## src/rtl/usb_brd_pkg.sv

```systemverilog
package usb_brd_pkg;

   // Width needed to hold a count from 0 up to and including lim.
   function automatic int cnt_width(input int lim);
      return (lim < 1) ? 1 : $clog2(lim + 1);
   endfunction

   typedef struct packed {
      logic dp;
      logic dm;
   } usb_line_t;

endpackage

```

## src/rtl/usb_brd_sync.sv

```systemverilog
module usb_brd_sync #(
   parameter int STAGES = 2,
   parameter int WIDTH  = 2,
   parameter logic [WIDTH-1:0] RST_VAL = '1
) (
   input  logic             clk,
   input  logic             rst_n,
   input  logic [WIDTH-1:0] d_i,
   output logic [WIDTH-1:0] q_o
);

   logic [WIDTH-1:0] chain_q [STAGES];

   generate
      if (STAGES < 2) begin : g_bad_stages
         $error("usb_brd_sync: STAGES must be at least 2");
      end
      for (genvar s = 0; s < STAGES; s++) begin : g_stage
         always_ff @(posedge clk or negedge rst_n) begin
            if (!rst_n) begin
               chain_q[s] <= RST_VAL;
            end else if (s == 0) begin
               chain_q[s] <= d_i;
            end else begin
               chain_q[s] <= chain_q[(s == 0) ? 0 : s-1];
            end
         end
      end
   endgenerate

   assign q_o = chain_q[STAGES-1];

endmodule

```

## src/rtl/usb_brd_se0_timer.sv

```systemverilog
module usb_brd_se0_timer #(
   parameter int THRESH_CYC = 168,
   parameter int CNT_W      = 8
) (
   input  logic                    clk,
   input  logic                    rst_n,
   input  usb_brd_pkg::usb_line_t  line_i,
   output logic                    se0_o,
   output logic [CNT_W-1:0]        cnt_o,
   output logic                    hit_o,
   output logic                    long_o
);

   localparam logic [CNT_W-1:0] LIM      = CNT_W'(THRESH_CYC);
   localparam logic [CNT_W-1:0] LIM_LESS = CNT_W'(THRESH_CYC - 1);

   logic [CNT_W-1:0] cnt_q;

   assign se0_o = ~line_i.dp & ~line_i.dm;

   always_ff @(posedge clk or negedge rst_n) begin
      if (!rst_n) begin
         cnt_q <= '0;
      end else if (!se0_o) begin
         cnt_q <= '0;
      end else if (cnt_q != LIM) begin
         cnt_q <= cnt_q + 1'b1;
      end
   end

   // hit_o marks the single cycle in which the count steps onto the limit.
   assign hit_o  = se0_o && (cnt_q == LIM_LESS);
   assign long_o = (cnt_q == LIM);
   assign cnt_o  = cnt_q;

endmodule

```

## src/rtl/usb_brd_event.sv

```systemverilog
module usb_brd_event (
   input  logic clk,
   input  logic rst_n,
   input  logic hit_i,
   input  logic long_i,
   input  logic se0_i,
   input  logic clr_i,
   input  logic busy_i,
   output logic stat_o,
   output logic irq_o,
   output logic abort_o
);

   always_ff @(posedge clk or negedge rst_n) begin
      if (!rst_n) begin
         stat_o  <= 1'b0;
         irq_o   <= 1'b0;
         abort_o <= 1'b0;
      end else begin
         // Recognition outranks the clear strobe.
         if (hit_i) begin
            stat_o <= 1'b1;
         end else if (clr_i) begin
            stat_o <= 1'b0;
         end
         irq_o   <= long_i && !se0_i;
         abort_o <= hit_i && busy_i;
      end
   end

endmodule

```

## src/rtl/usb_busreset_det.sv

```systemverilog
module usb_busreset_det #(
   parameter int THRESH_CYC  = 168,
   parameter int SYNC_STAGES = 2
) (
   input  logic clk,
   input  logic rst_n,
   input  logic dp_i,
   input  logic dm_i,
   input  logic stat_clr_i,
   input  logic startup_busy_i,
   output logic rst_stat_o,
   output logic rst_irq_o,
   output logic startup_abort_o
);

   localparam int CNT_W = usb_brd_pkg::cnt_width(THRESH_CYC);

   generate
      if (THRESH_CYC < 2) begin : g_bad_thresh
         $error("usb_busreset_det: THRESH_CYC must be at least 2");
      end
   endgenerate

   logic [1:0]             raw_w;
   logic [1:0]             sync_w;
   usb_brd_pkg::usb_line_t line_w;
   logic                   se0_w;
   logic [CNT_W-1:0]       cnt_w;
   logic                   hit_w;
   logic                   long_w;

   assign raw_w       = {dp_i, dm_i};
   assign line_w.dp   = sync_w[1];
   assign line_w.dm   = sync_w[0];

   usb_brd_sync #(
      .STAGES  (SYNC_STAGES),
      .WIDTH   (2),
      .RST_VAL (2'b11)
   ) u_sync (
      .clk   (clk),
      .rst_n (rst_n),
      .d_i   (raw_w),
      .q_o   (sync_w)
   );

   usb_brd_se0_timer #(
      .THRESH_CYC (THRESH_CYC),
      .CNT_W      (CNT_W)
   ) u_timer (
      .clk    (clk),
      .rst_n  (rst_n),
      .line_i (line_w),
      .se0_o  (se0_w),
      .cnt_o  (cnt_w),
      .hit_o  (hit_w),
      .long_o (long_w)
   );

   usb_brd_event u_event (
      .clk     (clk),
      .rst_n   (rst_n),
      .hit_i   (hit_w),
      .long_i  (long_w),
      .se0_i   (se0_w),
      .clr_i   (stat_clr_i),
      .busy_i  (startup_busy_i),
      .stat_o  (rst_stat_o),
      .irq_o   (rst_irq_o),
      .abort_o (startup_abort_o)
   );

endmodule

```

## config.mk

```make
export PLATFORM = sky130hd
export DESIGN_NAME = usb_busreset_det
export DESIGN_NICKNAME = d
export VERILOG_FILES = /design/src/rtl/usb_brd_pkg.sv /design/src/rtl/usb_brd_sync.sv /design/src/rtl/usb_brd_se0_timer.sv /design/src/rtl/usb_brd_event.sv /design/src/rtl/usb_busreset_det.sv
export SDC_FILE = /design/constraint.sdc
export NUM_CORES = 1
export LEC_CHECK = 0
export ABC_AREA = 1
export BUFFER_PORTS_ARGS = -buffer_cell sky130_fd_sc_hd__buf_2
export CAP_MARGIN = 40
export CELL_PAD_IN_SITES_DETAIL_PLACEMENT = 1
export CELL_PAD_IN_SITES_GLOBAL_PLACEMENT = 1
export CORE_ASPECT_RATIO = 1.2
export CORE_MARGIN = 4
export CORE_UTILIZATION = 41
export DETAILED_ROUTE_END_ITERATION = 16
export GPL_TIMING_DRIVEN = 0
export HOLD_SLACK_MARGIN = 0.05
export PLACE_DENSITY_LB_ADDON = 0.1
export SETUP_SLACK_MARGIN = 0.3
export SLEW_MARGIN = 10
export SYNTH_ARGS = -nofsm -noshare
export SYNTH_HDL_FRONTEND = slang
export SYNTH_HIERARCHICAL = 1
export SYNTH_SLANG_ARGS = --single-unit
export TNS_END_PERCENT = 1
```

## constraint.sdc

```tcl
create_clock -name clk -period 1.6 [get_ports clk]
set_clock_uncertainty 0.05 [all_clocks]
set_input_delay 0.48 -clock clk [delete_from_list [all_inputs] [get_ports clk]]
set_output_delay 0.48 -clock clk [all_outputs]
set_load 0.005 [all_outputs]
```

; ---- Word level (Yosys, flattened, before mapping)
; Cells that the tools add are included.
[totals]
inputBits = 6
output_inout_bits = 3
reg_bits = 15
wordCells = 23
[op_classes]
eq_ne = 4
reduce_logical = 5
muxes = 4
addsub = 1
n_bitwise = 3
[ops]
columns = cell, n
row1 = equality test 8 bit (second input constant), 2
row2 = two-way mux 8 bit, 2
row3 = adder 8 x 1 -> 8 bit (second input constant), 1
row4 = != test 8 bit (second input constant), 1
row5 = logical AND 1 bit, 3
row6 = two-way mux 1 bit, 2
row7 = != test 2 bit (second input constant), 1
row8 = NOT 1 bit, 2
row9 = nonzero test 2 bit, 1
row10 = bitwise AND 1 bit, 1
row11 = logical NOT 1 bit, 1

; ---- Longest topological paths before layout
[depth]
word_depth = 4
ltp_mapped = 9
depth_no_buf = 7

; ---- Modules after synthesis
; The synthesis kept the hierarchy.
[modules_own_cells]
columns = mod, area_each_um2, n_inst, cells_each
row1 = usb_brd_se0_timer, 533.0, 1, 74
row2 = usb_brd_sync, 120.1, 1, 6
row3 = usb_brd_event, 107.6, 1, 11

; ---- Worst setup path before layout
; Ideal clock, no wire load.
[synth_timing]
path_type = reg2reg
start = register u_sync.chain_q (netlist bit u_sync/q_o[0])
end = register u_event.stat_o
path_buffers = 2
required_ns = 1.434
setup_ns = 0.116
stages_incl_launch_ff = 10
arrival_time_ns = 1.054
setup_slack_ns = 0.380
cell_sequence = dfstp_2 > buf_4 > inv_1 > nand2_1 > inv_1 > buf_4 > nand4_1 > nor2_1 > inv_1 > nand2_1
[synth_between]
elab_chain_cells = 4
word_cells_on_any_way = 5
classes_between = mux (1) / bitwise (2) / reduce/logical (2)
[synth_lines]
columns = element, line
row1 = start: declaration, usb_brd_sync.sv:12  ; logic [WIDTH-1:0] chain_q [STAGES];
row2 = start signal: indexed assignment, usb_brd_sync.sv:23  ; chain_q[s] <= d_i;
row3 = start signal: indexed assignment, usb_brd_sync.sv:25  ; chain_q[s] <= chain_q[(s == 0) ? 0 : s-1];
row4 = NOT 1 bit *, usb_brd_se0_timer.sv:19  ; assign se0_o = ~line_i.dp & ~line_i.dm;
row5 = bitwise AND 1 bit *, usb_brd_se0_timer.sv:19
row6 = via se0_w, usb_busreset_det.sv:27  ; logic se0_w;
row7 = logical AND 1 bit *, usb_brd_se0_timer.sv:32  ; assign hit_o = se0_o && (cnt_q == LIM_LESS);
row8 = via hit_w, usb_busreset_det.sv:29  ; logic hit_w;
row9 = two-way mux 1 bit or nonzero test 2 bit (tied branches), --
row10 = end signal: assignment, usb_brd_event.sv:16  ; stat_o <= 1'b0;
row11 = end signal: assignment, usb_brd_event.sv:22  ; stat_o <= 1'b1;
row12 = end signal: assignment, usb_brd_event.sv:24  ; stat_o <= 1'b0;
row13 = end: declaration, usb_brd_event.sv:9  ; output logic stat_o,
; Mark *: on every way through the listed nets, which the timed path passes. The rest lies on a longest branch.
; A chain may end at the register's enable or synchronous reset.

; ---- Worst setup path after layout
[layout_timing]
start = register u_event.stat_o
end = output port rst_stat_o
[layout_lines]
columns = element, line
row1 = end: declaration, usb_busreset_det.sv:11  ; output logic rst_stat_o,
; No word-level cell between the ends.

==> results.toml <==
[routing]
vias = 594
drtAntennaViolNets = 0
drc = 0
drt-initial-drc-count = 4
vias_per_cell = 4.714
wl_per_cell_um = 12.39
totalWireLength_mm = 1.561
first_pass_iters = 4

[worst_hold_path]
hold-path-cell-count = 1
hold_end = "u_sync/chain_q[2]"
hold_class = "primary input to flop"
hold_start = "dm_i"

[synth]
yosys_warnings = 6
syn_nets = 100
yosys-top-cells-area = "dfrtp_1, dfstp_2, nand2_1, inv_1, nand3_1"
synth.distinct_cells = 18
yosysTopAreaCellShare = 0.3618
seq_area_frac_synth = 0.5000
synth.largest_area_cell = "dfrtp_1"
avgSynthCellArea_um2 = 8.360
yosys_register_bits = 15
netlist_area_um2 = 760.7
synthCells = 91

[pwr]
seq_power_share = 0.584
switching_share = 0.2404
p_leak_nw = 0.4941
power_frac_comb = 0.086
powerDensity_nw_per_um2 = 734.6
clkPwrFrac = 0.329
total_power_mw = 0.6756
internal_power_mw = 0.5131
p_switching_mw = 0.1624
peakVddDrop_mv = 0.4144

[floorplan]
dieHeight_um = 55.19
die_area_um2 = 2611
fp.dieW_um = 47.32
rows = 16
start_util = 0.4471
core_area_um2 = 1702
ios = 9

[global_route]
grt_max_degree = 16
antenna_found_initial = 0
grt_pass1_vias = 622
grt_remaining_overflow = 0
grt_first_pass_wirelength_mm = 2.484
grt_use_total = 0.1359

[setup_path]
rr_endpoint = "u_timer/cnt_o[1]"
slowest_stage = "dfrtp_1"
r2r_start = "u_timer/cnt_o[1]"
critPathCaptureType = "output pin"
r2r_cells = 7
critPathMaxFanout = 2
setup.worst_path.class = "flop to output pin"
crit_chain = "buf_2"
worst-endpoint-required_ps = 1070
max_stage_delay_ps = 390
worstPathArrival_ps = 800
r2r_slack_ps = 300
cp.depth = 1
cp_top_family = "flip-flops"
cp-start-kind = "flop"
crit_buf_inv = 1

[sta]
finalCritPeriodShare = 0.8282
setup_ws_ps = 275.0
rsz0062_at_grt = "true"
max_freq_mhz = 754.7
worst_slew_pin_slew_ps = 340.2
slew_headroom = 0.7732
whs_ps = 238.4
min_period_ps = 1325
fin_tns_setup_ps = 0
final-hold-violation-count = 0
setup_viol = 0
slew_viol_final = 0

[finish]
final_common_cell = "nand2_1"
mostFrequentLayoutCells = "nand2_1, inv_1, dfrtp_1"
layout.nets = 118
syn_to_final_growth_pct = 20.89
drive_gt1_frac = 0.3426
diodes = 0
fillers = 218

[clocking]
htree_levels = 1
clk_pin_slew_ps = 90
root_buffer = "clkbuf_4"
cts_made_buffers = 3
cts_buffer_depth = 2
clk_latency_ps = 280
cts_tree = "done"
clock_sinks = 15

[placed_design]
gp_congestion = 0.7885
dp_hpwl_mm = 1.088
pre_cts_ws_ps = 268.0
portBuffers = 8

[status]
status = "completed"

[job]
cap_viol_max_count = 0
## kinds of logic after synthesis
| group | after synthesis | share of synthesized area |
|---|---|---|
| AOI/OAI and AO/OA | 4 | 0.03125 |
| xor gates and xnor gates | 1 | 0.01152 |
| adders and majority gates | 3 | 0.04935 |
| buffers and inverters | 20 | 0.1233 |
| DFF | 15 | 0.5000 |
| and+or+nand+nor | 48 | 0.2845 |
## Yosys cell counts
master   count
inv_2        1
nand4_1      1
nand3_1      8
dfrtp_1     11
ha_1         3
nand2_1     23
nor2_1      10
inv_1       15
nand3_2      1
nor2_4       1
xor2_1       1
buf_6        1
a21oi_1      3
nand2_2      2
nor2_2       2
o21ai_2      1
buf_4        3
dfstp_2      4
## layout make-up
class	instances	area (µm²)	area share
Inverter	16	60.06	0.06531
Clock inverter	1	5.005	0.005442
Sequential cell	15	380.4	0.4136
Timing Repair Buffer	13	92.59	0.1007
Tap cell	18	22.52	0.02449
Clock buffer	3	22.52	0.02449
Multi-Input combinational cell	56	291.5	0.3170
Buffer	4	45.04	0.04898
## flip-flops by register name, indices dropped and copies added (netlist names)
name,count
u_sync/chain_q,2
u_event/irq_o,1
u_sync/q_o,2
u_event/abort_o,1
u_timer/cnt_o,8
u_event/stat_o,1
## per-stage QoR
stage | util | area [µm²] | instances
detailed placement | 0.4838 | 823.3 | 117
floorplan | - | 760.7 | 91
global placement | 0.4838 | 823.3 | 117
CTS | 0.5081 | 864.6 | 122
global route | 0.5404 | 919.6 | 126
finish | 0.5404 | 919.6 | 126
## routing by layer
| metal | part of all wire | wire length, µm | track usage | vias to the layer above |
|---|---|---|---|---|
| li1 | - | - | - | 306 |
| met5 | 0 | 0 | 0 | - |
| met3 | 0.017 | 26 | 0.03236 | 2 |
| met4 | 0.0058 | 9 | 0.06912 | 0 |
| met1 | 0.44 | 686 | 0.1574 | 283 |
| met2 | 0.54 | 838 | 0.2277 | 3 |
## power by group through the flow
| stage | Sequential, mW | Clock, mW | Combinational, mW |
|---|---|---|---|
| final | 0.395 | 0.222 | 0.0583 |
| after detailed placement | 0.402 | 0 | 0.0406 |
| after global placement | 0.402 | 0 | 0.0393 |
| after global routing | 0.396 | 0.250 | 0.0658 |
| after CTS | 0.395 | 0.232 | 0.0435 |
| after floorplan | 0.401 | 0 | 0.0227 |
## worst max-delay path by stage
| stage | startpoint | to |
|---|---|---|
| after floorplan | u_sync/q_o[0] | u_event/stat_o |
| after detailed placement | u_sync/q_o[0] | u_event/stat_o |
| final | u_event/stat_o | rst_stat_o |
| after global placement | u_sync/q_o[0] | u_event/stat_o |
| after CTS | u_event/stat_o | rst_stat_o |
| after global routing | u_timer/cnt_o[0] | u_timer/cnt_o[0] |
## what timing repair did
action,CTS,global route
buffers inserted,0,4
setup endpoints to repair,7,9
pin swaps,0,3
endpoints found under the hold margin,11,0
hold buffers,1,0
gates cloned,0,0
gates resized for setup,1,7
Note: power is estimated with default switching activity, not from simulation.
